**config.mk**
```make
export PLATFORM = sky130hd
export DESIGN_NAME = pipeadc_correct
export DESIGN_NICKNAME = d
export VERILOG_FILES = /design/src/rtl/pipeadc_pkg.sv /design/src/rtl/stage_align.sv /design/src/rtl/code_merge.sv /design/src/rtl/valid_ctrl.sv /design/src/rtl/pipeadc_correct.sv
export SDC_FILE = /design/constraint.sdc
export NUM_CORES = 1
export LEC_CHECK = 0
export BUFFER_PORTS_ARGS = -buffer_cell sky130_fd_sc_hd__buf_4
export CAP_MARGIN = 20
export CORE_MARGIN = 1
export CORE_UTILIZATION = 40
export DETAILED_ROUTE_END_ITERATION = 7
export PLACE_DENSITY = 0.72
export SYNTH_ARGS = -nofsm -noshare
export SYNTH_HDL_FRONTEND = slang
export SYNTH_SLANG_ARGS = --single-unit
```
**constraint.sdc**
```tcl
create_clock -name clk -period 1.7 [get_ports clk]
set_input_delay 0.17 -clock clk [delete_from_list [all_inputs] [get_ports clk]]
set_output_delay 0.17 -clock clk [all_outputs]
set_load 0.01 [all_outputs]
```
**src/rtl/pipeadc_pkg.sv**
```systemverilog
package pipeadc_pkg;
    localparam int NUM_STAGES  = 7;
    localparam int CODE_W      = 2;
    localparam int WORD_W      = 8;
    localparam int VALID_DEPTH = 5;

    typedef enum logic [1:0] {
        ST_DOWN = 2'd0,
        ST_FILL = 2'd1,
        ST_RUN  = 2'd2
    } pwr_state_e;
endpackage

```
**src/rtl/stage_align.sv**
```systemverilog
module stage_align #(
    parameter int NUM_STAGES = 7,
    parameter int CODE_W     = 2
) (
    input  logic                         clk,
    input  logic                         rst_n,
    input  logic [NUM_STAGES*CODE_W-1:0] codes_i,
    output logic [NUM_STAGES*CODE_W-1:0] aligned_o
);
    // Stage k (index k-1) waits NUM_STAGES-k cycles for the later stages.
    for (genvar s = 0; s < NUM_STAGES; s++) begin : g_stage
        localparam int DEPTH = NUM_STAGES - 1 - s;
        if (DEPTH == 0) begin : g_pass
            assign aligned_o[s*CODE_W +: CODE_W] = codes_i[s*CODE_W +: CODE_W];
        end else begin : g_delay
            logic [CODE_W-1:0] taps [DEPTH];
            always_ff @(posedge clk) begin
                if (!rst_n) begin
                    for (int i = 0; i < DEPTH; i++) taps[i] <= '0;
                end else begin
                    taps[0] <= codes_i[s*CODE_W +: CODE_W];
                    for (int i = 1; i < DEPTH; i++) taps[i] <= taps[i-1];
                end
            end
            assign aligned_o[s*CODE_W +: CODE_W] = taps[DEPTH-1];
        end
    end
endmodule

```
**src/rtl/code_merge.sv**
```systemverilog
module code_merge #(
    parameter int NUM_STAGES = 7,
    parameter int CODE_W     = 2,
    parameter int WORD_W     = 8
) (
    input  logic [NUM_STAGES*CODE_W-1:0] aligned_i,
    output logic [WORD_W-1:0]            word_o
);
    localparam int SUM_W    = NUM_STAGES + CODE_W;
    localparam int MAX_WORD = (1 << WORD_W) - 1;

    logic [SUM_W-1:0] raw_sum;

    // Each stage sits one bit lower than its predecessor; overlapping bits add.
    always_comb begin
        raw_sum = '0;
        for (int s = 0; s < NUM_STAGES; s++) begin
            raw_sum = raw_sum
                    + (SUM_W'(aligned_i[s*CODE_W +: CODE_W]) << (NUM_STAGES - 1 - s));
        end
    end

    always_comb begin
        if (raw_sum > SUM_W'(MAX_WORD)) word_o = WORD_W'(MAX_WORD);
        else                            word_o = raw_sum[WORD_W-1:0];
    end
endmodule

```
**src/rtl/valid_ctrl.sv**
```systemverilog
module valid_ctrl
    import pipeadc_pkg::*;
#(
    parameter int VALID_DEPTH = 5
) (
    input  logic clk,
    input  logic rst_n,
    input  logic pwrdn_i,
    output logic valid_o
);
    pwr_state_e             state_q, state_d;
    logic [VALID_DEPTH-1:0] fill_q;

    always_ff @(posedge clk) begin
        if (!rst_n) state_q <= ST_DOWN;
        else        state_q <= state_d;
    end

    always_comb begin
        state_d = state_q;
        unique case (state_q)
            ST_DOWN: if (!pwrdn_i) state_d = ST_FILL;
            ST_FILL: begin
                if (pwrdn_i)                        state_d = ST_DOWN;
                else if (fill_q[VALID_DEPTH-2])     state_d = ST_RUN;
            end
            ST_RUN:  if (pwrdn_i) state_d = ST_DOWN;
            default: state_d = ST_DOWN;
        endcase
    end

    always_ff @(posedge clk) begin
        if (!rst_n || pwrdn_i) fill_q <= '0;
        else                   fill_q <= {fill_q[VALID_DEPTH-2:0], 1'b1};
    end

    always_comb valid_o = fill_q[VALID_DEPTH-1];

    p_pwrdn_blank_r6: assert property (@(posedge clk) disable iff (!rst_n)
        pwrdn_i |=> !valid_o);
    p_run_full_r7: assert property (@(posedge clk) disable iff (!rst_n)
        (state_q == ST_RUN) |-> valid_o);
    p_fill_empty_r7: assert property (@(posedge clk) disable iff (!rst_n)
        (state_q != ST_RUN) |-> !valid_o);
    p_valid_hold_r7: assert property (@(posedge clk) disable iff (!rst_n)
        (valid_o && !pwrdn_i) |=> valid_o);
endmodule

```
**src/rtl/pipeadc_correct.sv**
```systemverilog
module pipeadc_correct
    import pipeadc_pkg::*;
#(
    parameter int N_STAGES  = NUM_STAGES,
    parameter int C_W       = CODE_W,
    parameter int W_W       = WORD_W,
    parameter int V_DEPTH   = VALID_DEPTH
) (
    input  logic                   clk,
    input  logic                   rst_n,
    input  logic [N_STAGES*C_W-1:0] stage_codes_i,
    input  logic                   pwrdn_i,
    input  logic                   oe_n_i,
    output logic [W_W-1:0]         dout_o,
    output logic                   dout_drive_o,
    output logic                   valid_o
);
    localparam int BUS_W = N_STAGES * C_W;

    logic [BUS_W-1:0] aligned;
    logic [W_W-1:0]   merged;
    logic [W_W-1:0]   word_q;

    stage_align #(.NUM_STAGES(N_STAGES), .CODE_W(C_W)) u_align (
        .clk       (clk),
        .rst_n     (rst_n),
        .codes_i   (stage_codes_i),
        .aligned_o (aligned)
    );

    code_merge #(.NUM_STAGES(N_STAGES), .CODE_W(C_W), .WORD_W(W_W)) u_merge (
        .aligned_i (aligned),
        .word_o    (merged)
    );

    valid_ctrl #(.VALID_DEPTH(V_DEPTH)) u_valid (
        .clk     (clk),
        .rst_n   (rst_n),
        .pwrdn_i (pwrdn_i),
        .valid_o (valid_o)
    );

    always_ff @(posedge clk) begin
        if (!rst_n) word_q <= '0;
        else        word_q <= merged;
    end

    assign dout_drive_o = !oe_n_i && !pwrdn_i;
    assign dout_o       = dout_drive_o ? word_q : '0;

    p_full_scale_r3: assert property (@(posedge clk) disable iff (!rst_n)
        (aligned == {BUS_W{1'b1}}) |=> (word_q == {W_W{1'b1}}));
    p_zero_code_r4: assert property (@(posedge clk) disable iff (!rst_n)
        (aligned == '0) |=> (word_q == '0));
endmodule

```
==> summary by stage, run 1 <==
Yosys
Synthesis instantiated 23 different standard cells from the library. The post-synthesis cell count is approximately 150. The mean instance size in the synthesized netlist is about 12 um2. The number of nets produced by synthesis is about 180. The synthesis-stage register bit count is 55.

Of the synthesized area, sequential elements account for 61.5%. The cell area after synthesis is 0.00179 mm2. By area the synthesized netlist is led by dfxtp_1, and2_1, ha_1. The synthesized design spends more area on one cell type than any other, namely dfxtp_1. The total of warnings raised by yosys is 0. Of the post-synthesis cell area, the dominant cell type holds 61.5%.

Placed design
The cell count after placement is about 220. At the end of routability-driven placement, the weighted congestion stood at 0.863. The placed instances occupy a cell area of between 0.002 and 0.0025 mm2. Detailed placement ended at an HPWL of between 1500 and 2000 um. Prior to clock tree synthesis, the placed netlist has a worst setup slack of -0.0179 ns.

The number of buffers added on ports is 27.

Clocking
The tree is rooted in a clkbuf_8. The CTS tree is yes. The clock reaches the later pin of the worst-skew pair after around 0.30 ns.

The clock-pin slew of the registers on the worst-case setup and hold paths is about 0.080 ns. The number of clock buffers added by TritonCTS is 5. The number of hold buffers added after CTS was 0. The H-tree generated during clock tree synthesis spans 2 levels.

The maximum clock path buffer count is 2. The clock sink count is between 50 and 60.

Global route
The maximum number of pins on one net before global-route repair is 52. The total overflow left after global routing is 0. The wire length of the first global-routing pass is roughly 4000 um. The initial antenna violation count was 0. The number of global-route vias before repair is between 1000 and 1500. The combined global-route utilization of all metal layers is between 10% and 20%.

Timing
Derived from the worst setup path, the maximum achievable clock frequency is 589 MHz. The slew at the pin closest to its max-slew limit is approximately 0.36 ns. The final critical path takes up around 100% of the cycle. The final count of pins violating max slew is 0. The number of hold-slack violations in the final timing report is 0.

The worst pin sits at a relative slew slack of between 70% and 80%. Setup repair after global routing could not meet its margin everywhere. For the finished layout, the period the worst path requires is about 1.7 ns.

For the final database, setup skew stands at between 0.004 and 0.005 ns. Setup violations remaining at the end of the flow were counted as 0. The tightest hold path in the finished design has a slack of around 0.071 ns. Adding up every negative setup slack in the final design gives 0 ns.

The final critical-path setup slack is 0.00329 ns.

Floorplanning
In this run the horizontal extent of the chip is 68.9 um. The floorplan step defined a die boundary enclosing approximately 0.0047 mm2. From bottom edge to top edge, the die measures between 60 and 70 um. The initialized floorplan defines 23 standard-cell rows.

The effective utilization at floorplan is approximately 43%. 28 I/O pins were placed. The core region is between 0.004 and 0.005 mm2.

Finish
At the end of the flow the core is filled with cells to around 52%. The area growth from synthesis to layout is 20.8%. In the layout the commonest cells are and2_1, dfxtp_1, buf_4, o21a_1, clkbuf_8. The post-layout instance area is between 0.002 and 0.0025 mm2. The number of antenna diodes in the final layout is 0.

At the end of the flow, the number of nets in the layout was around 210. The count of cells in the finished layout, fillers not included, comes to around 230. The fraction of layout instances using a drive strength above 1 is between 20% and 30%.

Power and ir drop
The portion of total power attributed to the clock network is between 30% and 40%. Summed over all cells, the static leakage comes to 0.997 nW. The internal power consumption is 1.72 mW. The total power after layout is about 2.1 mW. The fraction of power consumed by sequential logic is 62.4%. The total net switching power is approximately 0.43 mW. The combinational fraction of design power is under 10%. The net switching fraction of the power is between 10% and 20%. The power per cell area is 993 mW/mm2. IR analysis of the VDD net gives a maximum drop of 0.636 mV.

Route
The total number of vias is around 1100. The average via count per standard cell is about 4.6. The detailed-routing iteration count for the pre-antenna-repair pass is 4. After detailed routing, the average wire length per cell comes to around 10 um.

The sum of routed wire length over all layers is roughly 2400 um. The count of routing violations after the opening detailed-route iteration is 48. The remaining number of nets flagged by the antenna check after routing is 0. For this run, design rule violations remaining after detail routing come to 0.

Min path
The worst hold path terminates at u_align.g_stage[2].g_delay.taps[0][0]. The worst hold path belongs to the class in2reg. The worst hold path stage count is 2.

The worst hold path begins at stage_codes_i[4].

Critical path
Measured in cells, the most critical reg-to-reg path has a length of 6. The critical path capture point type is a flip-flop. The critical path is of the reg2reg type.

STA puts the critical path data arrival time at roughly 1.9 ns. The type of element launching the critical path is a flip-flop. The source of the worst register-to-register timing path is u_align.g_stage[5].g_delay.taps[0][0]. The top fanout value on the critical path is 2. The destination of the worst register-to-register timing path is word_q[7]. At the worst endpoint, the required time is 1.89 ns. The worst register-to-register path has a setup slack of around 0.0033 ns.

Job
Across the run, the number of max-cap violations was 0.

Status
The flow ran to the end, and the final reports show no timing, DRC or antenna violations.
==> synth_stat cells, drive strengths merged <==
cell type   n
clkbuf      5
nor2b       1
and3        2
o211a       1
mux2i       1
a221o       1
a21oi       2
a211oi      1
a21o        1
inv         1
fa          1
nor2        3
xnor2       1
xor2        3
ha          6
o211ai      3
a21boi      1
and2       54
o21a        7
o21ai       1
dfxtp      55
==> power by group through the flow <==
stage / logic [mW] / registers [mW] / clock network (mW)
2_1_floorplan: 0.0658 / 1.37 / 0
3_3_place_gp: 0.109 / 1.37 / 0
3_5_place_dp: 0.114 / 1.37 / 0
4_1_cts: 0.117 / 1.34 / 0.719
5_1_grt: 0.132 / 1.35 / 0.796
6_report: 0.118 / 1.34 / 0.689
==> flip-flops by register name, indices dropped and copies added (netlist names) <==
register	flops
u_align.g_stage.g_delay.taps	42
word_q	8
u_valid.fill_q	5
==> routing by layer <==
metal  routed length, um  up-vias  GRT usage [%]
met1                 972      484           10.6
met5                   0        -              0
met2                1230       41           21.0
li1                    -      542              -
met4                  47        0           9.18
met3                 194        6           7.57
==> worst max path at each step <==
stage          slack, ns  depth (start not counted)                                  start         to
2_1_floorplan       0.04                          6  u_align.g_stage[5].g_delay.taps[0][0]  word_q[7]
3_3_place_gp        0.03                          7                      stage_codes_i[13]  word_q[7]
3_5_place_dp       -0.02                          7                      stage_codes_i[13]  word_q[7]
4_1_cts            0.003                          6  u_align.g_stage[5].g_delay.taps[0][0]  word_q[7]
5_1_grt            -0.04                          6  u_align.g_stage[5].g_delay.taps[0][0]  word_q[7]
6_report           0.003                          6  u_align.g_stage[5].g_delay.taps[0][0]  word_q[7]
==> critical path, stage by stage (launching register included) <==
cell and delay [ns]:
dfxtp_2 0.33, ha_4 0.15, fa_2 0.34, a21o_1 0.19, a221o_1 0.35, mux2i_1 0.15
a21boi_1 0.07
==> what timing repair did <==
item | CTS | global route
pin swaps | 1 | 4
endpoints found under the setup margin | 1 | 1
resized for setup | 1 | 2
setup buffers | 1 | 1
==> kinds of logic after synthesis <==
group / synth area share (%)
flip-flops: 61.5
XOR/XNOR: 1.96
buffers and inverters: 1.26
multiplexers: 0.559
AND/OR/NAND/NOR: 20.6
adder cells (fa/ha/maj): 5.31
AO/OA/AOI/OAI: 8.80
==> cell type report <==
cell class,instances,area (um2)
fillers,387,1980
flip-flops and latches,55,1100
multi-input cells,90,682
repair buffers,30,225
clock buffers,6,82.6
well taps,50,62.6
clock inverters,1,5.00
inverters,1,3.75
Power figures use the tool's default switching activity.
==> inputs of run 2 (changes only) <==
--- a/config.mk
+++ b/config.mk
@@ -10,7 +10,7 @@
 export CORE_MARGIN = 1
 export CORE_UTILIZATION = 40
 export DETAILED_ROUTE_END_ITERATION = 7
-export PLACE_DENSITY = 0.72
+export PLACE_DENSITY = 0.6
 export SYNTH_ARGS = -nofsm -noshare
 export SYNTH_HDL_FRONTEND = slang
 export SYNTH_SLANG_ARGS = --single-unit
==> run 2 against run 1 <==
  * The run now ends with negative setup slack left
  * Clock-buffer cell count is 1 lower
  * Sequential power hardly changed
  * Maximum frequency is 3.0% lower
  * Final cell count is 0.43% lower
  * Largest power group unchanged
  * Final area is 0.92% lower
  * Utilization is 0.48 points lower
  * Power hardly changed
  * Sequential cell count stayed put
  * Clock skew is 0.0045 ns higher
  * First-iteration DRC count is 10% higher
  * Highest routed layer unchanged
==> summary by stage, run 2 (synthesis results as in run 1) <==
Power and ir drop
The total net switching power is 0.461 mW (was 0.428 mW). The leakage power of the design is 0.987 nW (was 0.997 nW). The net switching fraction of the power is 21.5% (was 19.9%).

The portion of total power attributed to the clock network is 32.4% (was 32.1%). The fraction of power consumed by sequential logic is 62.4% (about the same). The internal power consumption is 1.69 mW (was 1.72 mW). The worst-case vdd ir drop was 0.618 mV (was 0.636 mV). The combinational fraction of design power came to 5.2% (was 5.5%). The power per cell area is 1000 mW/mm2 (was 993 mW/mm2).

Global route
The wire length of the first global-routing pass is 3880 um (was 3960 um). The combined global-route utilization of all metal layers came to 11.6% (was 12.4%). The maximum number of pins on one net before global-route repair is 52 (unchanged).

The initial antenna violation count is 0 (unchanged). The remaining global-route overflow is 0 (unchanged). The number of global-route vias before repair is 939 (was 1031).

Floorplanning
The placeable core region is 0.00414 mm2 (unchanged). The I/O pin total was 28 (unchanged). The count of standard-cell rows came to 23 (unchanged).

The area of the die is 0.00475 mm2 (unchanged). The effective utilization at floorplan is 43.2% (unchanged). The x dimension of the die is 68.9 um (unchanged).

The die height is 68.9 um (unchanged).

Finish
The number of flip-flops under the largest register name is 42 (unchanged). The fraction of layout instances using a drive strength above 1 is 23.1% (was 24.0%). The final standard cell count with taps included and fillers excluded is 232 (was 233). The area used by multi-input combinational logic is 672 um2 (was 682 um2).

The area taken by flip-flops and latches is 0.00110 mm2 (about the same). The fill cell instance count of the final layout was 388 (was 387). The post-layout instance area is 0.00214 mm2 (was 0.00216 mm2). The synthesis-to-finish area growth is 19.7% (was 20.8%). The largest register by flop count is u_align.g_stage.g_delay.taps (unchanged). Largest regs: u_align.g_stage.g_delay.taps: 42 flops, word_q: 8 flops, u_valid.fill_q: 5 flops (unchanged). The post-layout net count is 207 (was 208). Commonest non-fill, non-tap cells in the layout: dfxtp_1, and2_1, buf_4, o21a_1 (was and2_1, dfxtp_1, buf_4, o21a_1, clkbuf_8). Leaving out fill and tap cells, the most frequent cell in the layout is dfxtp_1. The number of antenna repair diodes is 0 (unchanged).

Placed design
The global placement routability congestion is 0.921 (was 0.863). The worst setup slack before clock tree synthesis is -0.0545 ns (was -0.0179 ns). The cell area reported after detailed placement is 0.00205 mm2 (unchanged). The cell count after placement is 224 (unchanged). The HPWL reported at the end of detailed placement is 1570 um (was 1680 um). The number of buffers added on ports is 27 (unchanged).

Critical path
The largest stage delay on the critical path is 0.36 ns (was 0.35 ns). The top fanout value on the critical path was 2 (unchanged). The data arrival at the endpoint of the critical path is 1.93 ns (was 1.89 ns).

The data required time at the worst endpoint is 1.88 ns (was 1.89 ns). Worst-path cell chain: ha_2, fa_2, a21o_1, a221o_1, mux2i_1, a21boi_1 (was ha_4, fa_2, a21o_1, a221o_1, mux2i_1, a21boi_1). The highest-delay cell along the critical path is fa_2 (was a221o_1). The critical path capture point type is a flip-flop (unchanged).

The start-to-end type of the worst setup path is reg2reg (unchanged). The type of element launching the critical path is a flip-flop (unchanged).

Timing
The final critical-path setup slack was -0.0495 ns (was 0.00329 ns). The final count of pins violating max slew is 0 (unchanged). The slew at the pin closest to its max-slew limit is 0.365 ns (was 0.362 ns). The number of hold-slack violations in the final timing report came to 0 (unchanged).

The headroom to the max-slew limit is 75.6% (was 75.7%). The maximum clock frequency is 572 MHz (was 589 MHz). RSZ-0062 raised after global routing: yes (unchanged). The final critical-path required period came to 1.75 ns (was 1.70 ns). The worst setup skew after layout is 0.00856 ns (was 0.00410 ns). The portion of the clock cycle consumed by the worst path in the final layout is 103% (was 99.8%). The number of setup violations in the final report is 1 (was 0).

Clocking
The CTS tree is yes (unchanged). The depth of the CTS H-tree is 2 (unchanged). The clock-pin slew of the registers on the worst-case setup and hold paths is 0.10 ns (was 0.08 ns).

The quantity of hold-fixing buffers added after cts is 0 (unchanged). The number of buffers created by CTS is 5 (unchanged). The later-pin clock latency in the skew report came to 0.30 ns (about the same).

The clock sink count is 55 (unchanged). The buffer type at the clock tree root is clkbuf_8 (unchanged). The maximum clock path buffer count is 2 (unchanged).

Min path
The class of the tightest hold or removal check is in2reg (unchanged).

Status
The final reports fail on negative setup slack. Status: finished with violations (was completed).

Route
The average wire length per cell after detail routing came to 10.2 um (was 10.5 um). The sum of routed wire length over all layers was 2360 um (was 2440 um). The average via count per standard cell is 4.46 (was 4.61).

The detailed-routing iteration count for the pre-antenna-repair pass is 4 (unchanged). The remaining number of nets flagged by the antenna check after routing is 0 (unchanged). The count of routing violations after the opening detailed-route iteration is 53 (was 48).

The highest routed metal layer is met4 (unchanged). The amount of wire on met3 after detailed routing came to 132 um (was 194 um). The total length of routed met2 wires came to 1180 um (was 1230 um). The total number of vias is 1034 (was 1073). The wire length the detailed router placed on met1 is 1010 um (was 972 um). The number of remaining DRC errors is 0 (unchanged).

Job
The reported max-cap violation count is 0 (unchanged).
==> run 2: per-stage QoR <==
step | hold WS (ns) | total power [mW] | setup TNS, ns | util (%)
2_1_floorplan | 0.271 | 1.43 | 0 | -
3_3_place_gp | 0.378 | 1.48 | 0 | 49.4
3_5_place_dp | 0.381 | 1.48 | -0.0545 | 49.4
4_1_cts | 0.0559 | 2.18 | -0.0224 | 51.7
5_1_grt | 0.0482 | 2.25 | -0.0946 | 51.7
6_report | 0.0642 | 2.15 | -0.0495 | 51.7
==> run 2: layer usage <==
metal / vias up / GRT usage, %
met3: 4 / 5.92
met1: 460 / 10.9
met2: 23 / 21.0
met5: - / 0
li1: 547 / -
met4: 0 / 4.59
==> run 2: repair_timing <==
| item | CTS | global route |
|---|---|---|
| endpoints found under the setup margin | 1 | 1 |
| pin swaps | 3 | 0 |
| resized for setup | 1 | 0 |
| setup buffers | 1 | 0 |
==> run 2: power groups by stage <==
stage / clock (mW) / sequential, mW / combinational [mW]
floorplan: 0 / 1.37 / 0.0658
global placement: 0 / 1.37 / 0.111
detailed placement: 0 / 1.37 / 0.113
CTS: 0.721 / 1.34 / 0.115
global route: 0.783 / 1.35 / 0.126
finish: 0.696 / 1.34 / 0.112
==> run 2: final cells by class <==
cell class                      count  share of cell area [%]
Tap cell                           50                    2.92
Sequential cell                    55                    51.4
Clock buffer                        5                    3.21
Clock inverter                      2                   0.817
Timing Repair Buffer               29                    10.2
Multi-Input combinational cell     90                    31.3
Inverter                            1                   0.175
==> run 2: final timing paths <==
kind                                              start                                    end  slack [ns]  cells past startpoint
setup / recovery  u_align.g_stage[5].g_delay.taps[0][0]                              word_q[7]       -0.05                      6
hold / removal                         stage_codes_i[1]  u_align.g_stage[0].g_delay.taps[0][1]        0.06                      2
setup reg to reg  u_align.g_stage[5].g_delay.taps[0][0]                              word_q[7]       -0.05                      6
hold reg to reg                       u_valid.fill_q[3]                      u_valid.fill_q[4]        0.44                      1
==> run 2: critical path, delay by kind of cell (launching register included) <==
kind,cells,cell delay (ns)
adder cells (fa/ha/maj),2,0.54
flip-flops,1,0.32
AO/OA/AOI/OAI,3,0.61
multiplexers,1,0.17
